===== src/rtl/rtcp_pkg.sv =====
package rtcp_pkg;
   typedef enum logic [1:0] {
      RATE_SECOND = 2'b00,
      RATE_SLOW   = 2'b01,
      RATE_FAST   = 2'b10,
      RATE_RAW    = 2'b11
   } rate_e;
endpackage


===== src/rtl/rtcp_prescaler.sv =====
module rtcp_prescaler #(
   parameter int PRE_W  = 15,
   parameter int TRIM_W = 8
) (
   input  logic              clk,
   input  logic              rst_n,
   input  logic              min_edge,
   input  logic [TRIM_W-1:0] trim_mag,
   input  logic              trim_neg,
   output logic [PRE_W-1:0]  pre_q,
   output logic [TRIM_W:0]   frz_q,
   output logic              wrap
);
   localparam logic [PRE_W-1:0] PRE_MAX = {PRE_W{1'b1}};

   logic [TRIM_W:0] trim_x2;
   assign trim_x2 = {trim_mag, 1'b0};
   assign wrap    = (pre_q == PRE_MAX) && (frz_q == '0);

   always_ff @(posedge clk or negedge rst_n) begin
      if (!rst_n) begin
         pre_q <= '0;
         frz_q <= '0;
      end else if (frz_q != '0) begin
         frz_q <= frz_q - 1'b1;
      end else if (wrap) begin
         if (min_edge && trim_neg) begin
            pre_q <= PRE_W'(trim_x2);
         end else if (min_edge) begin
            pre_q <= '0;
            frz_q <= trim_x2;
         end else begin
            pre_q <= '0;
         end
      end else begin
         pre_q <= pre_q + 1'b1;
      end
   end
endmodule


===== src/rtl/rtcp_sec_counter.sv =====
module rtcp_sec_counter #(
   parameter int SECS = 60,
   localparam int SEC_W = (SECS > 1) ? $clog2(SECS) : 1
) (
   input  logic             clk,
   input  logic             rst_n,
   input  logic             adv,
   output logic [SEC_W-1:0] sec_q,
   output logic             at_last
);
   localparam logic [SEC_W-1:0] LAST = SEC_W'(SECS - 1);

   assign at_last = (sec_q == LAST);

   generate
      if ((1 << SEC_W) == SECS) begin : g_pow2
         always_ff @(posedge clk or negedge rst_n) begin
            if (!rst_n)   sec_q <= '0;
            else if (adv) sec_q <= sec_q + 1'b1;
         end
      end else begin : g_cmp
         always_ff @(posedge clk or negedge rst_n) begin
            if (!rst_n)   sec_q <= '0;
            else if (adv) sec_q <= at_last ? '0 : sec_q + 1'b1;
         end
      end
   endgenerate
endmodule


===== src/rtl/rtcp_wave_sel.sv =====
module rtcp_wave_sel (
   input  logic       clk,
   input  logic       tap_second,
   input  logic       tap_slow,
   input  logic       tap_fast,
   input  logic [2:0] rate_sel,
   input  logic       wave_en,
   input  logic       on_battery,
   output logic       wave_out
);
   import rtcp_pkg::*;

   rate_e rate;
   logic  src;
   logic  open;

   assign rate = rate_e'(rate_sel[1:0]);
   assign open = wave_en && !on_battery && !rate_sel[2];

   always_comb begin
      unique case (rate)
         RATE_SECOND: src = tap_second;
         RATE_SLOW:   src = tap_slow;
         RATE_FAST:   src = tap_fast;
         RATE_RAW:    src = clk;
         default:     src = 1'b0;
      endcase
   end

   assign wave_out = open ? src : 1'b0;
endmodule


===== src/rtl/rtc_trim_prescaler.sv =====
module rtc_trim_prescaler #(
   parameter int PRE_W    = 15,
   parameter int SECS     = 60,
   parameter int TRIM_W   = 8,
   parameter int SLOW_BIT = 2,
   parameter int FAST_BIT = 1
) (
   input  logic              clk,
   input  logic              rst_n,
   input  logic [TRIM_W-1:0] trim_mag,
   input  logic              trim_neg,
   input  logic [2:0]        rate_sel,
   input  logic              wave_en,
   input  logic              on_battery,
   output logic              wave_out,
   output logic              sec_tick,
   output logic              min_tick
);
   localparam int SEC_W = (SECS > 1) ? $clog2(SECS) : 1;

   generate
      if (PRE_W <= TRIM_W + 1) begin : g_bad_trim
         $error("PRE_W must exceed TRIM_W+1 so a full trim fits in a second");
      end
      if (SLOW_BIT >= PRE_W - 1 || FAST_BIT >= SLOW_BIT) begin : g_bad_tap
         $error("tap bits must satisfy FAST_BIT < SLOW_BIT < PRE_W-1");
      end
      if (SECS < 2) begin : g_bad_secs
         $error("SECS must be at least 2");
      end
   endgenerate

   logic [PRE_W-1:0] pre_q;
   logic [TRIM_W:0]  frz_q;
   logic [SEC_W-1:0] sec_q;
   logic             wrap;
   logic             at_last;
   logic             min_edge;

   assign min_edge = wrap && at_last;

   rtcp_prescaler #(.PRE_W(PRE_W), .TRIM_W(TRIM_W)) u_pre (
      .clk(clk), .rst_n(rst_n), .min_edge(min_edge),
      .trim_mag(trim_mag), .trim_neg(trim_neg),
      .pre_q(pre_q), .frz_q(frz_q), .wrap(wrap)
   );

   rtcp_sec_counter #(.SECS(SECS)) u_sec (
      .clk(clk), .rst_n(rst_n), .adv(wrap),
      .sec_q(sec_q), .at_last(at_last)
   );

   rtcp_wave_sel u_wave (
      .clk(clk),
      .tap_second(pre_q[PRE_W-1]),
      .tap_slow(pre_q[SLOW_BIT]),
      .tap_fast(pre_q[FAST_BIT]),
      .rate_sel(rate_sel), .wave_en(wave_en), .on_battery(on_battery),
      .wave_out(wave_out)
   );

   always_ff @(posedge clk or negedge rst_n) begin
      if (!rst_n) begin
         sec_tick <= 1'b0;
         min_tick <= 1'b0;
      end else begin
         sec_tick <= wrap;
         min_tick <= min_edge;
      end
   end
endmodule


===== config.mk =====
export PLATFORM = sky130hd
export DESIGN_NAME = rtc_trim_prescaler
export DESIGN_NICKNAME = d
export VERILOG_FILES = /design/src/rtl/rtcp_pkg.sv /design/src/rtl/rtcp_prescaler.sv /design/src/rtl/rtcp_sec_counter.sv /design/src/rtl/rtcp_wave_sel.sv /design/src/rtl/rtc_trim_prescaler.sv
export SDC_FILE = /design/constraint.sdc
export NUM_CORES = 1
export LEC_CHECK = 0
export ABC_AREA = 1
export CAP_MARGIN = 20
export CORE_ASPECT_RATIO = 0.5
export CORE_UTILIZATION = 65
export CTS_BUF_LIST = sky130_fd_sc_hd__clkbuf_4 sky130_fd_sc_hd__clkbuf_8
export DETAILED_ROUTE_END_ITERATION = 16
export DONT_BUFFER_PORTS = 1
export PLACE_DENSITY = 0.9
export SYNTH_ARGS = -nofsm -noshare
export SYNTH_HDL_FRONTEND = slang
export SYNTH_SLANG_ARGS = --single-unit

===== constraint.sdc =====
create_clock -name clk -period 3.29 [get_ports clk]
set_clock_uncertainty 0.1 [all_clocks]
set_input_delay 0.658 -clock clk [delete_from_list [all_inputs] [get_ports clk]]
set_output_delay 0.658 -clock clk [all_outputs]
set_load 0.02 [all_outputs]

==> summary.txt <==
STA
  • Final hold vios: 0
  • Final setup vio count: 0
  • RSZ-0062 raised after global routing: no
  • PnR worst setup slack: 0.3891 ns
  • Final Slew Violations: 0
  • Rel. slew slack: 52.22%
  • Setup TNS: 0 ns
  • Slew @ Worst Pin: 0.7149 ns

GRT
  • Largest net degree at the start of global routing: 33
  • GRT Total Usage: 33.13%
  • GRT overflow: 0
  • Global-route wire length before repair: 7410 um
  • Vias in the first global route: 1704
  • Initial antenna violation count: 0

Clock network
  • Post-CTS Setup Bufs: 0
  • Clock latency on the worst-skew pair: 0.39 ns
  • CTS tree: yes
  • Clock Pin Slew Worst Setup and Hold Paths: 0.07 ns

Yosys
  • Top cell type's share of synthesized area: 40.53%
  • Ys Warns: 0
  • Post-Synth Simple-Gate Area: 34.45%
  • Synth top area cells: dfrtp_1 (41%), nand2_1 (11%), nor2_1 (7.6%)
  • Sequential-to-total area share from yosys stat: 40.53%
  • Synth Instances: 271
  • XOR/XNOR share of the synthesized area: 3.103%
  • Adder-Cell Fraction of Synth Area: 1.900%
  • Unique masters post-synth: 33
  • Main combinational cell family by area after synthesis: simple AND/OR/NAND/NOR gates
  • Post-synthesis cell area: 1976 um^2
  • Net count after synthesis: 290
  • Yosys reg bits: 32
  • Largest area contributor in the netlist: dfrtp_1
  • Syn avg cell area: 7.290 um^2
  • Mux share of post-synthesis cell area: 0%
  • Compound-Gate Fraction of Synth Area: 12.54%

Floorplanning
  • Core Area: 2733 um^2
  • Die width: 79.97 um
  • DIE AREA: 3277 um^2
  • I/O Pins: 19
  • Row count: 13
  • Initial Utilization: 72.30%
  • DIE HEIGHT: 40.99 um

Worst setup path
  • R2R setup slack: 0.98 ns
  • R2r startpoint: u_pre.frz_q[0]$_DFFE_PN0P_
  • Critical Path AT: 2.14 ns
  • R2R Path End: u_pre.pre_q[7]$_DFFE_PN0P_
  • WS Path Type: clock port to output port
  • Critical Path Start Type: clock port
  • Worst setup EP type: output port
  • Worst-path fanout max: 2
  • Worst EP required: 2.53 ns
  • R2R cell count: 8

Detailed routing
  • Iteration-0 DRC Markers: 148
  • Routed met3 length: 412 um
  • Top layer in use: met4
  • DR vias: 1860
  • ANT nets after route: 0
  • Metal2 WL: 2086 um
  • WL final: 4607 um
  • Residual DRC count: 0
  • Average via count per standard cell: 5.905
  • Post-Route M1 WL: 1987 um
  • Wire per inst: 14.63 um
  • First-pass DRT Iterations: 8

Power
  • Clock network power share: 47.8%
  • Pwr/cell area: 365.1 nW/um^2
  • Total power: 0.7833 mW
  • Worst IR Drop VDD: 265.8 uV
  • Logic pwr share: 1.8%
  • Sequential share of power: 50.4%
  • Switching fraction of total power: 21.60%
  • Leak: 1.053 nW
  • Int Pwr: 0.6141 mW
  • Switching power: 0.1692 mW

Run
  • Max Cap Violations: 0

Finish
  • ANT cells: 0
  • Final Non-Filler Cells: 315
  • Net count, final: 299
  • Share of layout cells above drive strength 1: 8.273%
  • Area growth from synthesis to layout: 8.613%

Min path
  • Min-delay worst type: primary input to flip-flop
  • Hold_sp: trim_mag[7]
  • Hold path depth: 2
  • Hold EP: u_pre.pre_q[8]$_DFFE_PN0P_

Place
  • Placed cell count: 305
  • DP Wirelength: 3249 um
  • Port Buffers: 0
  • Final GP Congestion: 0.8897
  • DP Worst Slack: 0.6563 ns

Run status
  • Outcome: finished clean
cells in the mapped netlist (all sizes together):
master / count
a21oi: 7
a31o: 1
a31oi: 2
and2: 1
buf: 2
clkbuf: 1
dfrtp: 32
ha: 3
inv: 35
nand2: 63
nand3: 24
nand3b: 2
nand4: 7
nor2: 43
nor3: 5
o21a: 2
o21ai: 30
o21bai: 1
o31ai: 2
or2: 1
xnor2: 1
xor2: 6
placed cells by master, fill, tap and decap left out, types with 3 or more instances in the layout:
cell | synthesis | layout
nor2_1 | 40 | 40
o21ai_0 | 25 | 25
a21oi_1 | 7 | 7
clkbuf_8 | 0 | 8
ha_1 | 3 | 3
dfrtp_1 | 32 | 32
o21ai_1 | 4 | 4
xor2_1 | 6 | 6
nand4_1 | 6 | 6
nand2_1 | 60 | 60
inv_1 | 34 | 34
nand3_1 | 22 | 22
nor3_1 | 4 | 4
power groups by stage:
stage | sequential (mW) | combinational, mW | clock (mW)
finish | 0.395 | 0.0143 | 0.374
global route | 0.394 | 0.0163 | 0.395
CTS | 0.395 | 0.0147 | 0.378
detailed placement | 0.402 | 0.00288 | 0.00392
global placement | 0.402 | 0.00255 | 0.00392
floorplan | 0.402 | 0.00240 | 0.00392
state kept, by name (all words and copies together) (netlist names):
register     cells
u_pre.pre_q     15
u_pre.frz_q      9
u_sec.sec_q      6
min_tick         1
sec_tick         1
layer usage:
layer  up-vias  GRT usage [%]
li1        896              -
met1       861          37.69
met2        83          56.84
met3        20          12.67
met4         0          18.75
met5         -              0
repair_timing:
item / CTS / global route
endpoints found under the hold margin: 32 / 0
gates resized for setup: 0 / 0
hold buffers: 2 / 0
logic make-up (layout without fill, tap and decap cells):
kind of cell,Yosys count,count (layout)
AOI/OAI and AO/OA,45,45
xor gates and xnor gates,7,7
adders and majority gates,3,3
buffers and inverters,38,45
DFF,32,32
and+or+nand+nor,146,146
how the worst max path moves through the flow:
| stage | startpoint | to | slack (ns) |
|---|---|---|---|
| after global placement | clk | wave_out | 0.66 |
| after global routing | clk | wave_out | 0.37 |
| final | clk | wave_out | 0.39 |
| after detailed placement | clk | wave_out | 0.66 |
| after floorplan | clk | wave_out | 0.66 |
| after CTS | clk | wave_out | 0.40 |
critical path, cell delays in order:
cell and delay [ns]:
clkbuf_8 0.11, clkbuf_8 0.12, nand2_1 0.06, a31oi_1 0.20
layout make-up:
class / instances / area [um^2]
multi-input cells: 201 / 1027
clock buffers: 8 / 110.1
fillers: 204 / 586.8
well taps: 37 / 46.29
flip-flops and latches: 32 / 800.8
inverters: 35 / 131.4
repair buffers: 2 / 30.03
metrics by stage:
stage	util, %	hold WS, ns	instance area, um^2
finish	78.53	0.3177	2146
detailed placement	73.40	0.2631	2006
CTS	78.53	0.3179	2146
floorplan	-	0.2624	1976
global route	78.53	0.3172	2146
global placement	73.40	0.2630	2006
(Power assumes the default switching activity.)
